## config.mk

```make
export PLATFORM = sky130hd
export DESIGN_NAME = spi_burst_seq
export DESIGN_NICKNAME = d
export VERILOG_FILES = /design/src/rtl/spi_seq_pkg.sv /design/src/rtl/spi_tick_gen.sv /design/src/rtl/spi_byte_engine.sv /design/src/rtl/spi_burst_seq.sv
export SDC_FILE = /design/constraint.sdc
export NUM_CORES = 1
export LEC_CHECK = 0
export CAP_MARGIN = 5
export CORE_MARGIN = 8
export CORE_UTILIZATION = 35
export CTS_CLUSTER_DIAMETER = 40
export DETAILED_ROUTE_END_ITERATION = 7
export PLACE_DENSITY_LB_ADDON = 0.25
export REMOVE_ABC_BUFFERS = 1
export SLEW_MARGIN = 10
export SYNTH_ARGS = -nofsm -noshare
export SYNTH_HDL_FRONTEND = slang
export SYNTH_SLANG_ARGS = --single-unit
```

## constraint.sdc

```tcl
create_clock -name clk -period 3.1 [get_ports clk]
set_clock_uncertainty 0.1 [all_clocks]
set_input_delay 0.93 -clock clk [delete_from_list [all_inputs] [get_ports clk]]
set_output_delay 0.93 -clock clk [all_outputs]
set_load 0.005 [all_outputs]
```

## src/rtl/spi_seq_pkg.sv

```systemverilog
package spi_seq_pkg;
  typedef enum logic [1:0] {
    SQ_IDLE,
    SQ_ISSUE,
    SQ_WAIT
  } seq_state_t;
endpackage

```

## src/rtl/spi_tick_gen.sv

```systemverilog
module spi_tick_gen #(
  parameter int DIV_W = 4
) (
  input  logic             clk,
  input  logic             rst,
  input  logic             en,
  input  logic [DIV_W-1:0] div,
  output logic             tick
);
  logic [DIV_W-1:0] cnt;

  assign tick = en && (cnt == div);

  always_ff @(posedge clk) begin
    if (rst || !en) cnt <= '0;
    else if (cnt == div) cnt <= '0;
    else cnt <= cnt + 1'b1;
  end
endmodule

```

## src/rtl/spi_byte_engine.sv

```systemverilog
module spi_byte_engine #(
  parameter int W     = 8,
  parameter int DIV_W = 4
) (
  input  logic             clk,
  input  logic             rst,
  input  logic             send,
  input  logic [W-1:0]     tx_byte,
  input  logic             cpol,
  input  logic             cpha,
  input  logic [DIV_W-1:0] div,
  input  logic             miso,
  output logic             busy,
  output logic             sclk,
  output logic             mosi,
  output logic [W-1:0]     rx_byte
);
  localparam int EW = $clog2(2*W+1);

  logic          busy_q, sclk_q, tick;
  logic [EW-1:0] tk;
  logic [W-1:0]  tx_sh, rx_sh;
  logic          lead;

  spi_tick_gen #(.DIV_W(DIV_W)) u_tick (
    .clk(clk), .rst(rst), .en(busy_q), .div(div), .tick(tick)
  );

  // tick 0 is set-up time; ticks 1..2W are SCLK edges, odd tick = leading
  assign lead = tk[0];

  always_ff @(posedge clk) begin
    if (rst) begin
      busy_q <= 1'b0;
      tk     <= '0;
      sclk_q <= 1'b0;
      tx_sh  <= '0;
      rx_sh  <= '0;
    end else if (!busy_q) begin
      sclk_q <= cpol;
      if (send) begin
        busy_q <= 1'b1;
        tk     <= '0;
        tx_sh  <= tx_byte;
      end
    end else if (tick) begin
      tk <= tk + 1'b1;
      if (tk != '0) begin
        sclk_q <= ~sclk_q;
        if (lead != cpha) rx_sh <= {rx_sh[W-2:0], miso};
        else if (tk != EW'(1)) tx_sh <= {tx_sh[W-2:0], 1'b0};
      end
      if (tk == EW'(2*W)) busy_q <= 1'b0;
    end
  end

  assign busy    = busy_q;
  assign sclk    = sclk_q;
  assign mosi    = tx_sh[W-1];
  assign rx_byte = rx_sh;

  // a new byte request never lands on a busy engine
  p_send_idle_r8: assert property (@(posedge clk) disable iff (rst)
    send |-> !busy_q);

  // an even number of toggles leaves SCLK at its rest level
  p_sclk_rest_r4: assert property (@(posedge clk) disable iff (rst)
    $fell(busy_q) |-> (sclk_q == cpol));
endmodule

```

## src/rtl/spi_burst_seq.sv

```systemverilog
module spi_burst_seq
  import spi_seq_pkg::*;
#(
  parameter int DATA_W    = 8,
  parameter int MAX_BYTES = 4,
  parameter int DIV_W     = 4,
  localparam int CNT_W    = $clog2(MAX_BYTES + 1),
  localparam int BUS_W    = MAX_BYTES * DATA_W
) (
  input  logic             clk,
  input  logic             rst,
  input  logic             start,
  input  logic [CNT_W-1:0] byte_count,
  input  logic             cpol,
  input  logic             cpha,
  input  logic [DIV_W-1:0] clk_div,
  input  logic [BUS_W-1:0] tx_data,
  output logic [BUS_W-1:0] rx_data,
  output logic             busy,
  output logic             done,
  output logic             sclk,
  output logic             mosi,
  output logic             cs_n,
  input  logic             miso
);
  localparam int IDX_W = (MAX_BYTES > 1) ? $clog2(MAX_BYTES) : 1;

  seq_state_t        st;
  logic [IDX_W-1:0]  idx, last;
  logic              cs_n_q, done_q, send_q, seen;
  logic              cpol_q, cpha_q;
  logic [DATA_W-1:0] tx_cur;
  logic [CNT_W-1:0]  cnt_c;
  logic              eng_busy, eng_cpol, rx_we, accept;
  logic [DATA_W-1:0] eng_rx;

  logic [DATA_W-1:0] tx_buf [MAX_BYTES];
  logic [DATA_W-1:0] rx_buf [MAX_BYTES];

  assign cnt_c  = (byte_count > CNT_W'(MAX_BYTES)) ? CNT_W'(MAX_BYTES) : byte_count;
  assign accept = (st == SQ_IDLE) && start;
  assign rx_we  = (st == SQ_WAIT) && seen && !eng_busy;

  always_ff @(posedge clk) begin
    if (rst) begin
      st     <= SQ_IDLE;
      idx    <= '0;
      last   <= '0;
      cs_n_q <= 1'b1;
      done_q <= 1'b0;
      send_q <= 1'b0;
      seen   <= 1'b0;
      cpol_q <= 1'b0;
      cpha_q <= 1'b0;
    end else begin
      done_q <= 1'b0;
      send_q <= 1'b0;
      case (st)
        SQ_IDLE: if (start) begin
          cpol_q <= cpol;
          cpha_q <= cpha;
          idx    <= '0;
          if (cnt_c == '0) done_q <= 1'b1;
          else begin
            last   <= IDX_W'(cnt_c - 1'b1);
            cs_n_q <= 1'b0;
            st     <= SQ_ISSUE;
          end
        end
        SQ_ISSUE: begin
          send_q <= 1'b1;
          seen   <= 1'b0;
          st     <= SQ_WAIT;
        end
        SQ_WAIT: begin
          if (eng_busy) seen <= 1'b1;
          else if (seen) begin
            if (idx == last) begin
              cs_n_q <= 1'b1;
              done_q <= 1'b1;
              st     <= SQ_IDLE;
            end else begin
              idx <= idx + 1'b1;
              st  <= SQ_ISSUE;
            end
          end
        end
        default: st <= SQ_IDLE;
      endcase
    end
  end

  // transmit buffer: captured whole on an accepted start
  for (genvar i = 0; i < MAX_BYTES; i++) begin : g_txbuf
    always_ff @(posedge clk) begin
      if (accept) tx_buf[i] <= tx_data[i*DATA_W +: DATA_W];
    end
    assign rx_data[i*DATA_W +: DATA_W] = rx_buf[i];
  end

  // synchronous read of the byte about to be sent
  always_ff @(posedge clk) begin
    if (st == SQ_ISSUE) tx_cur <= tx_buf[idx];
  end

  // single write port into the receive buffer
  always_ff @(posedge clk) begin
    if (rx_we) rx_buf[idx] <= eng_rx;
  end

  assign eng_cpol = (st == SQ_IDLE) ? cpol : cpol_q;

  spi_byte_engine #(.W(DATA_W), .DIV_W(DIV_W)) u_eng (
    .clk(clk), .rst(rst), .send(send_q), .tx_byte(tx_cur),
    .cpol(eng_cpol), .cpha(cpha_q), .div(clk_div), .miso(miso),
    .busy(eng_busy), .sclk(sclk), .mosi(mosi), .rx_byte(eng_rx)
  );

  assign busy = (st != SQ_IDLE);
  assign done = done_q;
  assign cs_n = cs_n_q;

  p_done_pulse_r6: assert property (@(posedge clk) disable iff (rst)
    done_q |=> !done_q);

  p_done_cs_high_r3: assert property (@(posedge clk) disable iff (rst)
    done_q |-> cs_n_q);

  p_engine_in_window_r3: assert property (@(posedge clk) disable iff (rst)
    eng_busy |-> !cs_n_q);

  p_ignore_start_r7: assert property (@(posedge clk) disable iff (rst)
    (start && st != SQ_IDLE) |=> $stable(last));
endmodule

```

# Word-level counts from Yosys, hierarchy flattened
# Memory sizes are Yosys's and may differ from the RTL's. A register that Yosys moved wholly into a read port is not among the register bits.
# Index checks and enable logic that the tools add are counted.
[classes]
addsub = 4
magnitude_cmp = 1
eq_ne = 18
n_mux = 48
n_bitwise = 2
reduce_logical = 24
[ops]
columns = ["op", "count"]
rows = [
  ["$mux W8", 6],
  ["$mux W1", 25],
  ["$ne A2 B2 Y1 const B", 9],
  ["$mux W2", 8],
  ["$mux W5", 3],
  ["$reduce_and A5 Y1", 2],
  ["$reduce_and A2 Y1", 4],
  ["$reduce_and A4 Y1", 2],
  ["$reduce_bool A2 Y1", 4],
  ["$pmux W1 S2", 3],
  ["$pmux W2 S3", 1],
  ["$reduce_and A6 Y1", 1],
  ["$add A5 B1 Y5 const B", 1],
  ["$eq A5 B5 Y1 const B", 1],
  ["$ne A5 B1 Y1 const B", 1],
  ["$reduce_bool A5 Y1", 1],
  ["$add A4 B1 Y4 const B", 1],
  ["$eq A4 B4 Y1", 1],
  ["$logic_and A1 B1 Y1", 4],
  ["$ne A2 B1 Y1 const B", 2],
  ["$pmux W2 S2", 1],
  ["$gt A3 B3 Y1 const B", 1],
  ["$logic_not A3 Y1", 1],
  ["$mux W3", 1],
  ["other kinds (12)", 13],
]
[word_totals]
reg_bits = 39
mem_bits_rw = 64
in_bits = 45
wordCells = 114
mem_count = 2
[mem_list]
columns = ["name", "depth", "word_bits", "read_ports", "rd_ports_with_merged_regs", "write_ports", "line", "source"]
rows = [
  ["rx_buf", 4, 8, 4, 0, 1, "spi_burst_seq.sv:38", "logic [DATA_W-1:0] rx_buf [MAX_BYTES];"],
  ["tx_buf", 4, 8, 1, 1, 4, "spi_burst_seq.sv:37", "logic [DATA_W-1:0] tx_buf [MAX_BYTES];"],
]

# Logic depth before layout (Yosys ltp)
[depth]
ltp_word = 6
mapped_depth = 7
mapped_depth_nobuf = 6

# Cells and area by module
# From an unflattened synthesis, not the netlist that was laid out.
[unflattened]
hier_cells = 279
hier_area_um2 = 4320.4
[by_module_without_submodules]
columns = ["mod", "n_inst", "cells_each", "area_per_inst_um2", "seq_area_each_um2"]
rows = [
  ["spi_burst_seq", 1, 155, 3034.2, 2402.3],
  ["spi_byte_engine", 1, 105, 1079.8, 460.4],
  ["spi_tick_gen", 1, 19, 206.4, 80.1],
]

# Worst setup path after synthesis
# No wires, ideal clock.
[synth_path]
kind = "input-to-reg"
startpoint = "input start"
endpoint = "register last[0]"
setup_time_ps = 129
arrival_time_ps = 2933
t_required_ps = 2871
path_slack_ps = -62
cell_stages = 4
cell_sequence = "nor3b_2 -> and2b_1 -> mux2i_1 -> nor2_1"
[synth_between]
elab_chain_cells = 1
[synth_rtl]
columns = ["item", "line", "source"]
rows = [
  ["from (decl)", "spi_burst_seq.sv:12", "input logic start,"],
  ["$reduce_and A3 Y1 (no source line)", "n/a", ""],
  ["to (signal assigned)", "spi_burst_seq.sv:65", "last <= IDX_W'(cnt_c - 1'b1);"],
  ["to (decl)", "spi_burst_seq.sv:29", "logic [IDX_W-1:0] idx, last;"],
]
# Every way passes these cells.
# A chain may end at the register's enable or synchronous reset.

# Worst setup path in the final report
[layout_path]
startpoint = "register st[0]"
endpoint = "output busy"
[layout_between]
elab_chain_cells = 1
[layout_rtl]
columns = ["item", "line", "source"]
rows = [
  ["from (decl)", "spi_burst_seq.sv:28", "seq_state_t st;"],
  ["from (signal assigned)", "spi_burst_seq.sv:46", "st <= SQ_IDLE;"],
  ["from (signal assigned)", "spi_burst_seq.sv:67", "st <= SQ_ISSUE;"],
  ["from (signal assigned)", "spi_burst_seq.sv:73", "st <= SQ_WAIT;"],
  ["$reduce_bool A2 Y1", "spi_burst_seq.sv:119", "assign busy = (st != SQ_IDLE);"],
  ["to (decl)", "spi_burst_seq.sv:19", "output logic busy,"],
]
# Every way passes these cells.

==> summary.md <==
| Metric | Value |
|---|---|
| Nets | between 400 and 500 |
| Area share of the largest cell type after synthesis | 0.487 |
| Wire per inst | around 16 microns |
| Worst r2r path cells | 3 |
| Net Sw Frac | 0.220 |
| Fmax | approximately 0.37 GHz |
| Syn Inst Count | a little over 300 |
| Hold Fails Final Rpt | 0 |
| Number of synthesized flops with an enable pin | between 70 and 80 |
| DP Area | 5420 sq um |
| I/O Buffers | slightly above 80 |
| Worst EP required | 2.07 ns |
| RR Endpoint | rx_buf[0][4] |
| Fin. max-slew vios | 0 |
| CTS max path bufs | 2 |
| Initial Util | 0.355 |
| Worst hold path depth | 2 |
| DRC Markers | 0 |
| Crit path time final | around 2.7 ns |
| DRT Pass-1 Iters | 4 |
| Reg2reg start | u_eng.busy |
| Setup crit start kind | register |
| Max cap viols | 0 |
| Clk sinks | 111 |
| Outcome | finished, final reports clean |
| Initial antenna violation count | 0 |
| Clock share of power | 0.379 |
| Total of warnings raised by yosys | 0 |
| Asr flop ratio synth | 0 |
| Post-CTS Setup Repair Bufs | 0 |
| Yosys reg bits | 111 |
| Worst VDD drop | 242 uV |
| Crit end category | primary output |
| P_sw | approximately 0.66 mW |
| CP arrival | 1.64 ns |
| GRT overflow | 0 |
| Final wirelength | between 8000 and 9000 microns |
| Worst-path clk slew | roughly 0.07 ns |
| Cell taking the most area after synthesis | edfxtp_1 |
| Largest net degree at the start of global routing | 25 |
| Leakage power | roughly 2 nW |
| Hold path startpoint | u_eng.tx_sh[0] |
| Slew @ Worst Pin | about 0.97 ns |
| Unrepaired setup endpoints after global routing | no |
| Post-CTS Resized | 0 |
| Crit Path Max Fanout | 10 |
| CTS tree | yes |
| Initial drt markers | around 180 |
| Worst hold path class | reg -> reg |
| Fraction of the yosys area taken by sequential cells | 0.663 |
| Placer Congestion | around 0.73 |
| Post-Syn Area per Cell | about 15 sq um |
| Worst-Skew Late Latency | about 0.34 ns |
| Setup CP Type | reg -> out |
| Internal Power | roughly 2.4 mW |
| First-pass GRT wire length | roughly 14000 microns |
| Reg-to-reg setup timing slack | ~1.1 ns |
| Area growth syn-to-layout | 29.0% |
| Root Buffer | clkbuf_16 |
| Core Region | ~13000 sq um |
| Vias in the first global route | ~2800 |
| Tot GR Track Use | 0.111 |
| N_diodes | 0 |
| DR vias | between 2000 and 3000 |
| CTS Buf Count | 9 |
| DPL Wire Length | approximately 6200 microns |
| Slew HR | 0.352 |
| Setup ws final | around 0.43 ns |
| DIE WIDTH | roughly 130 microns |
| Num rows | 41 |
| Hold buffers post-CTS | 0 |
| Worst slack, placed | between 0.3 and 0.4 ns |
| Worst hold path endpoint | u_eng.tx_sh[0] |
| Sequential Power Share | 0.549 |
| H-tree levels | 3 |
| Avg Vias per Cell | approximately 4.7 |
| Die area | around 17000 sq um |
| PD cells | between 500 and 600 nW/um^2 |
| Final period utilization | 0.861 |
| Post-synthesis cell area | about 4400 sq um |
| Remaining antenna violation count | 0 |
| Io pins | 82 |
| Count of cell types in the netlist | 50 |
| Layout cell share with drive strength beyond 1 | 0.123 |
| Comb pwr share | 0.072 |
| Die height | between 100 and 150 microns |
| Cell area after layout | 5730 sq um |
| Setup-failing EPs final | 0 |
| Synth area leaders | edfxtp_1, dfxtp_1, mux2i_1, mux4_2, ha_1 |
| Post-synth top flop | edfxtp_1 |
## cell type report
class | instances | area [sq um]
inverter | 6 | 22.5
sequential | 111 | 2940
tap | 172 | 215
multi-input combinational | 169 | 1380
fill | 1155 | 6790
clock inverter | 5 | 50.0
timing repair buffer | 88 | 863
clock buffer | 11 | 253
## critical path, stage by stage (launching register included)
cell             delay, ns
dfxtp_1               0.54
or2_2                 0.23
clkdlybuf4s50_1       0.53
## state kept, by name (all words and copies together) (netlist names), 4 cells and up
signal	cells
rx_buf	32
tx_buf	32
tx_cur	8
u_eng.rx_byte	8
u_eng.tk	5
u_eng.tx_sh	8
u_eng.u_tick.cnt	4
## cells by family after synthesis
kind of cell | Yosys count | share of synthesized area
simple gates | 79 | 0.104
mux | 26 | 0.0812
fa+ha+maj | 9 | 0.0254
compound gates | 46 | 0.0812
buf+inv | 23 | 0.0276
xor+xnor | 9 | 0.0178
flops | 111 | 0.663
## power by group through the flow
| stage | registers, mW | clock network [mW] | logic, mW |
|---|---|---|---|
| 4_1_cts | 1.66 | 1.18 | 0.221 |
| 5_1_grt | 1.67 | 1.24 | 0.240 |
| 6_report | 1.66 | 1.15 | 0.218 |
| 3_3_place_gp | 1.69 | 0 | 0.216 |
| 2_1_floorplan | 1.69 | 0 | 0.107 |
| 3_5_place_dp | 1.69 | 0 | 0.221 |
## metal layers
layer,share of wire,track usage
met5,0,0
met4,0.013,0.0422
met3,0.058,0.0385
met2,0.48,0.181
met1,0.45,0.133
## cell usage in the layout, fill, tap and decap left out, types with 3 or more instances in the layout
| master | synthesis | final |
|---|---|---|
| a211oi_2 | 7 | 7 |
| xor2_1 | 3 | 3 |
| xnor2_1 | 6 | 6 |
| nand2_1 | 13 | 13 |
| and2_1 | 5 | 5 |
| edfxtp_1 | 72 | 72 |
| dfxtp_1 | 39 | 39 |
| nand2b_1 | 16 | 16 |
| ha_1 | 9 | 9 |
| mux4_2 | 8 | 8 |
| nand4_1 | 6 | 6 |
| nor3_1 | 5 | 5 |
| nor2_1 | 12 | 12 |
| nor2b_1 | 5 | 5 |
| inv_1 | 6 | 6 |
| a21oi_1 | 15 | 15 |
| clkdlybuf4s50_1 | 0 | 81 |
| clkbuf_16 | 0 | 9 |
| mux2i_1 | 18 | 18 |
| buf_4 | 0 | 7 |
| o21ai_0 | 4 | 4 |
## Yosys cell counts, drive strengths merged (2+ instances only)
cell type  count
a21oi         15
buf            9
dfxtp         39
edfxtp        72
ha             9
or2            2
mux2i         18
nand2         13
nor2b          5
and2           5
a21o           2
xor2           3
and3           2
nand3          2
nor3           5
a32o           2
nand4          6
clkbuf         8
nand2b        16
mux4           8
xnor2          6
inv            6
o21ai          4
a31oi          2
nor4           2
a211oi         9
nor3b          2
nor2          12
a31o           3
## stage by stage
step	cells	setup TNS (ns)	hold WS, ns	util	power [mW]
2_1_floorplan	286	-0.0612	0.340	-	1.79
3_3_place_gp	546	0	0.358	0.433	1.91
3_5_place_dp	546	0	0.364	0.433	1.91
4_1_cts	562	0	0.377	0.458	3.06
5_1_grt	562	0	0.378	0.458	3.14
6_report	562	0	0.376	0.458	3.02
## how the worst max path moves through the flow
stage,startpoint,to,slack [ns],cells after the start
after floorplan,start,last[0],-0.05,4
after global placement,clk_div[2],u_eng.tx_sh[0],0.38,5
after detailed placement,clk_div[0],u_eng.tx_sh[0],0.30,5
after CTS,st[0],busy,0.42,2
after global routing,st[0],busy,0.36,2
final,st[0],busy,0.43,2
Note: power is estimated with default switching activity, not from simulation.
